## src/rtl/sram_model_pkg.sv

```systemverilog
package sram_model_pkg;

  typedef enum logic [1:0] {
    MODE_STANDBY = 2'd0,
    MODE_WRITE   = 2'd1,
    MODE_IDLE    = 2'd2,
    MODE_READ    = 2'd3
  } sram_mode_e;

  // Truth-table decode of the three active-low strobes.
  function automatic sram_mode_e decode_mode(input logic ce_n,
                                             input logic we_n,
                                             input logic oe_n);
    sram_mode_e m;
    if (ce_n)       m = MODE_STANDBY;
    else if (!we_n) m = MODE_WRITE;
    else if (oe_n)  m = MODE_IDLE;
    else            m = MODE_READ;
    return m;
  endfunction

endpackage

```

## src/rtl/sram_mode_decode.sv

```systemverilog
module sram_mode_decode
  import sram_model_pkg::*;
(
  input  logic ce_n,
  input  logic we_n,
  input  logic oe_n,
  output logic wr_en,
  output logic rd_drive
);

  sram_mode_e mode;

  always_comb begin
    mode     = decode_mode(ce_n, we_n, oe_n);
    wr_en    = (mode == MODE_WRITE);
    rd_drive = (mode == MODE_READ);
  end

endmodule

```

## src/rtl/sram_event_detect.sv

```systemverilog
module sram_event_detect #(
  parameter int unsigned IDX_W = 8
) (
  input  logic             clk,
  input  logic             rst_n,
  input  logic             ce_n,
  input  logic             oe_n,
  input  logic [IDX_W-1:0] idx,
  output logic             addr_start,
  output logic             ce_start,
  output logic             oe_start
);

  logic             ce_q, ce_d;
  logic             oe_q, oe_d;
  logic [IDX_W-1:0] idx_q, idx_d;

  // Next state: remember the levels seen this cycle.
  always_comb begin
    ce_d  = ce_n;
    oe_d  = oe_n;
    idx_d = idx;
  end

  always_ff @(posedge clk or negedge rst_n) begin
    if (!rst_n) begin
      ce_q  <= 1'b1;
      oe_q  <= 1'b1;
      idx_q <= '0;
    end else begin
      ce_q  <= ce_d;
      oe_q  <= oe_d;
      idx_q <= idx_d;
    end
  end

  always_comb begin
    addr_start = (idx != idx_q);
    ce_start   = ce_q && !ce_n;
    oe_start   = oe_q && !oe_n;
  end

endmodule

```

## src/rtl/sram_access_timer.sv

```systemverilog
module sram_access_timer #(
  parameter int unsigned LAT = 4
) (
  input  logic clk,
  input  logic rst_n,
  input  logic start,
  output logic pending
);

  localparam int unsigned CNT_W = (LAT > 1) ? $clog2(LAT) : 1;
  localparam logic [CNT_W-1:0] LOAD = (LAT > 0) ? CNT_W'(LAT - 1) : '0;

  logic [CNT_W-1:0] cnt_q, cnt_d;
  logic             cnt_ce;

  always_comb begin
    cnt_ce = start || (cnt_q != '0);
    if (start) cnt_d = LOAD;
    else       cnt_d = cnt_q - CNT_W'(1);
  end

  always_ff @(posedge clk or negedge rst_n) begin
    if (!rst_n)      cnt_q <= '0;
    else if (cnt_ce) cnt_q <= cnt_d;
  end

  assign pending = start || (cnt_q != '0);

  // Each event reloads the full window.
  assert_timer_reload_R5: assert property (@(posedge clk) disable iff (!rst_n)
    start |=> (cnt_q == LOAD));

  // Without a new event the window shrinks by one per cycle.
  assert_timer_step_R7: assert property (@(posedge clk) disable iff (!rst_n)
    (!start && cnt_q != '0) |=> (cnt_q == $past(cnt_q) - CNT_W'(1)));

endmodule

```

## src/rtl/sram_byte_array.sv

```systemverilog
module sram_byte_array #(
  parameter int unsigned DATA_W = 8,
  parameter int unsigned DEPTH  = 256,
  parameter int unsigned IDX_W  = 8
) (
  input  logic              clk,
  input  logic              rst_n,
  input  logic              wr_en,
  input  logic [IDX_W-1:0]  wr_idx,
  input  logic [DATA_W-1:0] wr_data,
  input  logic [IDX_W-1:0]  rd_idx,
  output logic [DATA_W-1:0] rd_data
);

  logic [DATA_W-1:0] mem [DEPTH];

  always_ff @(posedge clk) begin
    if (wr_en) mem[wr_idx] <= wr_data;
  end

  assign rd_data = mem[rd_idx];

  assert_write_lands_R2: assert property (@(posedge clk) disable iff (!rst_n)
    wr_en |=> (mem[$past(wr_idx)] == $past(wr_data)));

endmodule

```

## src/rtl/sram_emulator.sv

```systemverilog
module sram_emulator
  import sram_model_pkg::*;
#(
  parameter int unsigned ADDR_W   = 19,
  parameter int unsigned DATA_W   = 8,
  parameter int unsigned DEPTH    = 256,
  parameter int unsigned ADDR_LAT = 6,
  parameter int unsigned CE_LAT   = 5,
  parameter int unsigned OE_LAT   = 2,
  parameter logic [DATA_W-1:0] FILL = 8'hA5
) (
  input  logic              clk,
  input  logic              rst_n,
  input  logic              ce_n,
  input  logic              we_n,
  input  logic              oe_n,
  input  logic [ADDR_W-1:0] addr,
  input  logic [DATA_W-1:0] din,
  output logic [DATA_W-1:0] dout,
  output logic              dout_en,
  output logic              dout_valid
);

  localparam int unsigned IDX_W = (DEPTH > 1) ? $clog2(DEPTH) : 1;

  logic [IDX_W-1:0]  idx;
  logic              wr_en, rd_drive;
  logic              addr_start, ce_start, oe_start;
  logic              addr_pend, ce_pend, oe_pend;
  logic [DATA_W-1:0] rd_data;

  assign idx = addr[IDX_W-1:0];

  // Upper address bits select nothing in the reduced array.
  if (ADDR_W > IDX_W) begin : g_addr_hi
    logic unused_hi;
    assign unused_hi = ^addr[ADDR_W-1:IDX_W];
  end

  sram_mode_decode u_decode (
    .ce_n     (ce_n),
    .we_n     (we_n),
    .oe_n     (oe_n),
    .wr_en    (wr_en),
    .rd_drive (rd_drive)
  );

  sram_event_detect #(.IDX_W(IDX_W)) u_events (
    .clk        (clk),
    .rst_n      (rst_n),
    .ce_n       (ce_n),
    .oe_n       (oe_n),
    .idx        (idx),
    .addr_start (addr_start),
    .ce_start   (ce_start),
    .oe_start   (oe_start)
  );

  sram_access_timer #(.LAT(ADDR_LAT)) u_addr_timer (
    .clk (clk), .rst_n (rst_n), .start (addr_start), .pending (addr_pend)
  );

  sram_access_timer #(.LAT(CE_LAT)) u_ce_timer (
    .clk (clk), .rst_n (rst_n), .start (ce_start), .pending (ce_pend)
  );

  sram_access_timer #(.LAT(OE_LAT)) u_oe_timer (
    .clk (clk), .rst_n (rst_n), .start (oe_start), .pending (oe_pend)
  );

  sram_byte_array #(.DATA_W(DATA_W), .DEPTH(DEPTH), .IDX_W(IDX_W)) u_array (
    .clk     (clk),
    .rst_n   (rst_n),
    .wr_en   (wr_en),
    .wr_idx  (idx),
    .wr_data (din),
    .rd_idx  (idx),
    .rd_data (rd_data)
  );

  always_comb begin
    dout_en    = rd_drive;
    dout_valid = rd_drive && !(addr_pend || ce_pend || oe_pend);
    dout       = dout_valid ? rd_data : FILL;
  end

  assert_standby_quiet_R1: assert property (@(posedge clk) disable iff (!rst_n)
    ce_n |-> (!dout_en && !dout_valid));

  assert_filler_when_invalid_R8: assert property (@(posedge clk) disable iff (!rst_n)
    !dout_valid |-> (dout == FILL));

  assert_no_valid_on_event_R5: assert property (@(posedge clk) disable iff (!rst_n)
    dout_valid |-> (!addr_start && !ce_start && !oe_start));

  assert_gate_rise_drops_R10: assert property (@(posedge clk) disable iff (!rst_n)
    $rose(oe_n) |-> !dout_en);

endmodule

```

## config.mk

```make
export PLATFORM = sky130hd
export DESIGN_NAME = sram_emulator
export DESIGN_NICKNAME = d
export VERILOG_FILES = /design/src/rtl/sram_model_pkg.sv /design/src/rtl/sram_mode_decode.sv /design/src/rtl/sram_event_detect.sv /design/src/rtl/sram_access_timer.sv /design/src/rtl/sram_byte_array.sv /design/src/rtl/sram_emulator.sv
export SDC_FILE = /design/constraint.sdc
export NUM_CORES = 2
export LEC_CHECK = 0
export ABC_AREA = 0
export BUFFER_PORTS_ARGS = -buffer_cell sky130_fd_sc_hd__buf_2
export CORE_UTILIZATION = 45
export DETAILED_ROUTE_END_ITERATION = 7
export GPL_ROUTABILITY_DRIVEN = 0
export GPL_TIMING_DRIVEN = 1
export SLEW_MARGIN = 20
export SYNTH_ARGS = -nofsm -noshare
export SYNTH_HDL_FRONTEND = slang
export SYNTH_SLANG_ARGS = --single-unit
```

## constraint.sdc

```tcl
create_clock -name clk -period 7.5 [get_ports clk]
set_input_delay 0.75 -clock clk [delete_from_list [all_inputs] [get_ports clk]]
set_output_delay 0.75 -clock clk [all_outputs]
set_load 0.01 [all_outputs]
```

== Yosys cells after proc, flatten, opt, wreduce, memory -nomap -nowiden ==
Memory sizes are Yosys's and may differ from the RTL's.
Cells that the tools add are included.

* Memory bits (read-only): 0
* Memory bits (writable): 2048
* Register bits: 17
* Memories: 1
* Bits in latches: 0
* Output and inout bits: 10

{| class="wikitable"
|+ Memory list
! memory !! depth !! width !! rd ports !! clocked after Yosys merged registers in !! wr ports !! line !! text
|-
| u_array.mem || 256 || 8 || 1 || 0 || 1 || sram_byte_array.sv:15 || <nowiki>logic [DATA_W-1:0] mem [DEPTH];</nowiki>
|}

* Multipliers: 0
* Eq/ne operators: 3
* Shift operators: 0
* $add $sub $neg: 3
* Bitwise logic cells: 0
* Reduce and logical (&&, ||, !) cells: 13
* Div/mod/pow operators: 0
* Muxes and demuxes: 9
* Magnitude comparators: 0

{| class="wikitable"
|+ Operator list
! cell !! count
|-
| two-way mux 8 bit || 1
|-
| inequality test 8 bit || 1
|-
| two-way mux 3 bit || 2
|-
| nonzero test 3 bit || 2
|-
| subtractor 3 x 1 -> 3 bit, second input constant || 2
|-
| logical OR 1 bit || 5
|-
| two-way mux 1 bit || 4
|-
| two-way mux 2 bit || 2
|-
| logical AND 1 bit || 3
|-
| logical NOT 1 bit || 3
|-
| equality test 2 x 1 -> 1 bit, second input constant || 1
|-
| equality test 2 bit, second input constant || 1
|-
| subtractor 1 bit, second input constant || 1
|}

== Logic depth before layout (Yosys ltp) ==
* Depth in word-level cells: 8
* Gate-level depth with buffers: 12
* Mapped depth without buffers: 8

== Cells and area by module ==
From an unflattened synthesis, not the netlist that was laid out.

* Cell total of the unflattened synthesis: 3796
* Area total of the unflattened synthesis: 80238.2 µm²

{| class="wikitable"
|+ Modules (own cells, without submodules)
! module !! area an instance (µm²) !! cells each !! instances
|-
| sram_byte_array || 79396.1 || 3725 || 1
|-
| sram_event_detect || 351.6 || 23 || 1
|-
| sram_access_timer at u_ce_timer || 186.4 || 17 || 1
|-
| sram_access_timer at u_addr_timer || 178.9 || 17 || 1
|-
| sram_emulator || 73.8 || 9 || 1
|-
| sram_access_timer at u_oe_timer || 35.0 || 3 || 1
|-
| sram_mode_decode || 16.3 || 2 || 1
|}

== Worst setup path after synthesis ==
OpenSTA, ideal clock, no wires.

* Path kind: input -> output
* From: input port addr[0]
* To: output port dout[7]
* Cell stages on the path: 8
* Arrival time: 2.789 ns
* Path buffers: 4
* Data required time: 6.750 ns
* Slack: 3.961 ns
* Path through: buf_6 -> buf_12 -> buf_8 -> buf_6 -> mux4_1 -> mux4_2 -> a221oi_2 -> o211ai_1

* Longest elaborated chain between the ends: 7
* Elaborated cells between the ends (all ways): 8

{| class="wikitable"
|+ Ends and longest elaborated chain
! element !! line !! text
|-
| start: declaration || sram_emulator.sv:17 || <nowiki>input logic [ADDR_W-1:0] addr,</nowiki>
|-
| parallel branches: the longest is 6 deep, another holds memory (256 x 8 bit) || - ||
|-
| two-way mux 8 bit (*) || sram_emulator.sv:84 || <nowiki>dout = dout_valid ? rd_data : FILL;</nowiki>
|-
| end: declaration || sram_emulator.sv:19 || <nowiki>output logic [DATA_W-1:0] dout,</nowiki>
|}

Mark *: on every way between the ends.

== Final worst setup path ==
* From: input port addr[0]
* To: output port dout[6]

The elaborated chain is that of the path after synthesis.

==> impl_metrics.csv <==
group,metric,value,unit
timing,fin_ws,1.78,ns
cts,clkTransAtPathRegs,0.06,ns
pwr,netSwitchingFraction,0.214,
yosys,ys.flop_type,"edfxtp_1",
routing,drcViolationCount,0,
pwr,power_frac_clock,0.418,
setup_path,crit_type,"primary input to output pin",
yosys,ys_types,68,
timing,fmax,175,MHz
die,die_h,424,microns
layout,drive_gt1_frac,0.222,
setup_path,crit_required,6.75,ns
placement,io_buffers,30,
yosys,ys_async_sr_fraction,0.00823,
layout,final_area,89600,sq um
yosys,synth_edf_count,2048,
yosys,synth_seq_cells,2065,
timing,layout_min_cycle_time,5.72,ns
timing,rsz0062_at_grt,"no",
setup_path,cp-end-kind,"output pin",
yosys,synthCells,3756,
setup_path,critPathTopFamily,"compound AO/OA/AOI/OAI gates",
routing,ant_nets,0,
min_path,hold_path.class,"primary input to flip-flop",
grt,grt_remaining_overflow,0,
die,die_area,180000,sq um
cts,numCtsBuffers,204,
pwr,p_per_area,266,nW/um^2
die,coreArea,177000,sq um
timing,fin_crit_sh,0.763,
cts,h-tree-depth,4,
timing,fin_skew,0.00882,ns
timing,slew_violations,0,
cts,ctsHoldBuffers,2,
placement,placed_area,83100,sq um
cts,clockRootBuffer,"clkbuf_16",
setup_path,cpPeakStageDelay,0.98,ns
cts,ctsResizeCount,0,
yosys,yosys_warnings,0,
setup_path,worstPathCellList,"buf_8 > buf_12 > buf_4 > mux4_2 > mux2i_1 > o221a_2 > o21ai_0 > a221oi_1 > a311oi_1 > buf_2",
flow_run,drv_cap,0,
grt,track_usage,0.225,
layout,area_growth,11.6,%
yosys,seq_area_frac_synth,0.771,
die,ioPinCount,42,
layout,fillers,13983,
pwr,switching_power,5.11,mW
pwr,total_power,23.8,mW
timing,hold_viol,0,
layout,multi_input_area,17000,sq um
timing,worst-slew-pin-transition,1.17,ns
layout,final-seq-area,61900,sq um
routing,drt_iter0_drc,4614,
timing,setup_viol,0,
setup_path,cp_num_buf_inv,4,
pwr,power_frac_comb,0.048,
cts,clk_latency,0.84,ns
placement,dp_slack,1.75,ns
routing,via_per_inst,6.06,
setup_path,worstPathMaxFanout,60,
timing,max_slew_margin,0.220,
die,std_cell_rows,154,
pwr,irDropWorstVdd,248,uV
routing,num_vias,38651,
routing,dr.pass1.iters,5,
setup_path,cp.arrival,4.97,ns
placement,hpwl,120000,microns
yosys,yosysTopAreaCellShare,0.766,
pwr,p_leak,27.7,nW
setup_path,start_kind,"primary input",
cts,cts_tree,"yes",
die,dieWidth,424,microns
cts,postCtsSetupBuffers,0,
yosys,synth_top_cell_by_area,"edfxtp_1",
timing,tns,0,ns
grt,grt_pass1_wl,289000,microns
grt,first_global_vias,38996,
die,initial_utilization,0.455,
grt,grt_max_degree,164,
routing,routedWlPerCell,31.7,microns
timing,holdWs,0.100,ns
yosys,syn_avg_cell_area,21.4,sq um
yosys,synth_nets,3792,
yosys,syn-cell-area,80300,sq um
outcome,status,"finished, final reports clean",
cts,clock_sinks,2065,
grt,antenna_found_initial,5,
cts,clock_path_buffers,3,
yosys,ys_top_cells_by_area,"edfxtp_1, mux4_2, mux2i_1, nor2_1, mux4_1",
pwr,p_seq_frac,0.534,
routing,wl,202000,microns
setup_path,cp_slowest_cell,"a221oi_1",
layout,layout.nets,3905,
pwr,cellInternalPower,18.7,mW
[synth_stat cells (5+ instances only)]
cell	n
mux2i_1	164
nand3b_1	5
mux2_2	11
nand3_1	10
nand4_1	6
buf_12	7
buf_4	31
o211ai_1	23
or3b_2	6
buf_2	54
nand2b_1	8
nor2_1	304
o21ai_0	26
edfxtp_1	2048
a221oi_1	13
mux4_1	26
nor2b_1	10
nor3_1	10
a311oi_1	7
nor4_1	9
a2111oi_0	6
xnor2_1	10
buf_6	29
clkbuf_1	84
a21oi_1	37
dfrtp_1	15
o22ai_1	52
a22oi_1	78
nand2_1	75
buf_1	15
mux4_2	443
a211oi_1	5
inv_1	10
a31oi_1	17
o221ai_1	33
[cells in the final DEF, fill, tap and decap left out, types with 16 or more instances in the layout]
cell / count
o211ai_1: 23
mux4_1: 26
a31oi_1: 17
clkbuf_16: 206
mux2i_1: 164
clkinv_1: 47
mux4_2: 443
buf_4: 85
clkbuf_1: 53
a21oi_1: 37
o221ai_1: 33
nor2_1: 303
buf_2: 17
bufinv_16: 16
edfxtp_1: 2048
nand2_1: 59
nand2_2: 16
clkinv_2: 33
o22ai_1: 52
o21ai_0: 26
a22oi_1: 78
[cells by family after synthesis]
kind of cell | after synthesis | share of synthesized area
buffers and inverters | 234 | 0.0176
DFF | 2065 | 0.771
muxes | 644 | 0.155
adders and majority gates | 4 | 0.000623
AOI/OAI and AO/OA | 330 | 0.0297
xor gates and xnor gates | 10 | 0.00109
and+or+nand+nor | 469 | 0.0252
[worst paths after layout]
path	startpoint	to	slack, ns	cells after the start
worst max-delay path	addr[0]	dout[6]	1.78	10
worst min-delay path	ce_n	u_events.ce_q	0.10	1
worst max register to register	u_events.idx_q[1]	u_addr_timer.cnt_q[1]	6.00	4
worst min register to register	u_ce_timer.cnt_q[2]	u_ce_timer.cnt_q[2]	0.52	1
max in group asynchronous	rst_n	u_events.oe_q	6.74	2
min in group asynchronous	rst_n	u_ce_timer.cnt_q[1]	0.40	2
[layer usage]
| layer | part of all wire | GRT usage | vias to the layer above |
|---|---|---|---|
| met5 | 0 | 0 | - |
| met4 | 0.029 | 0.0712 | 0 |
| met3 | 0.076 | 0.0430 | 285 |
| met2 | 0.47 | 0.349 | 1477 |
| met1 | 0.42 | 0.325 | 20874 |
| li1 | - | - | 16015 |
[final cells by class]
class | instances | area share
clock inverters | 113 | 0.0124
diodes | 3 | 0.0000838
multi-input cells | 1457 | 0.190
well taps | 2340 | 0.0327
flip-flops and latches | 2065 | 0.691
clock buffers | 259 | 0.0597
repair buffers | 129 | 0.0132
inverters | 12 | 0.000531
[sequential cells by signal (all words and copies together) (netlist names)]
| signal | flops |
|---|---|
| u_array.mem | 2048 |
| u_ce_timer.cnt_q | 3 |
| u_events.ce_q | 1 |
| u_addr_timer.cnt_q | 3 |
| u_events.oe_q | 1 |
| u_events.idx_q | 8 |
| u_oe_timer.cnt_q | 1 |
[metrics by stage]
step | utilization | instances
after floorplan | - | 3756
after global placement | 0.470 | 5999
after detailed placement | 0.470 | 5999
after CTS | 0.507 | 6373
after global routing | 0.507 | 6375
final | 0.507 | 6378
[power by group through the flow]
stage | combinational [mW] | sequential (mW) | clock (mW)
global route | 1.21 | 12.7 | 10.5
global placement | 1.13 | 13.0 | 0
detailed placement | 1.15 | 13.0 | 0
CTS | 1.15 | 12.7 | 10.1
finish | 1.15 | 12.7 | 9.95
floorplan | 0.630 | 13.0 | 0
(Power assumes the default switching activity.)
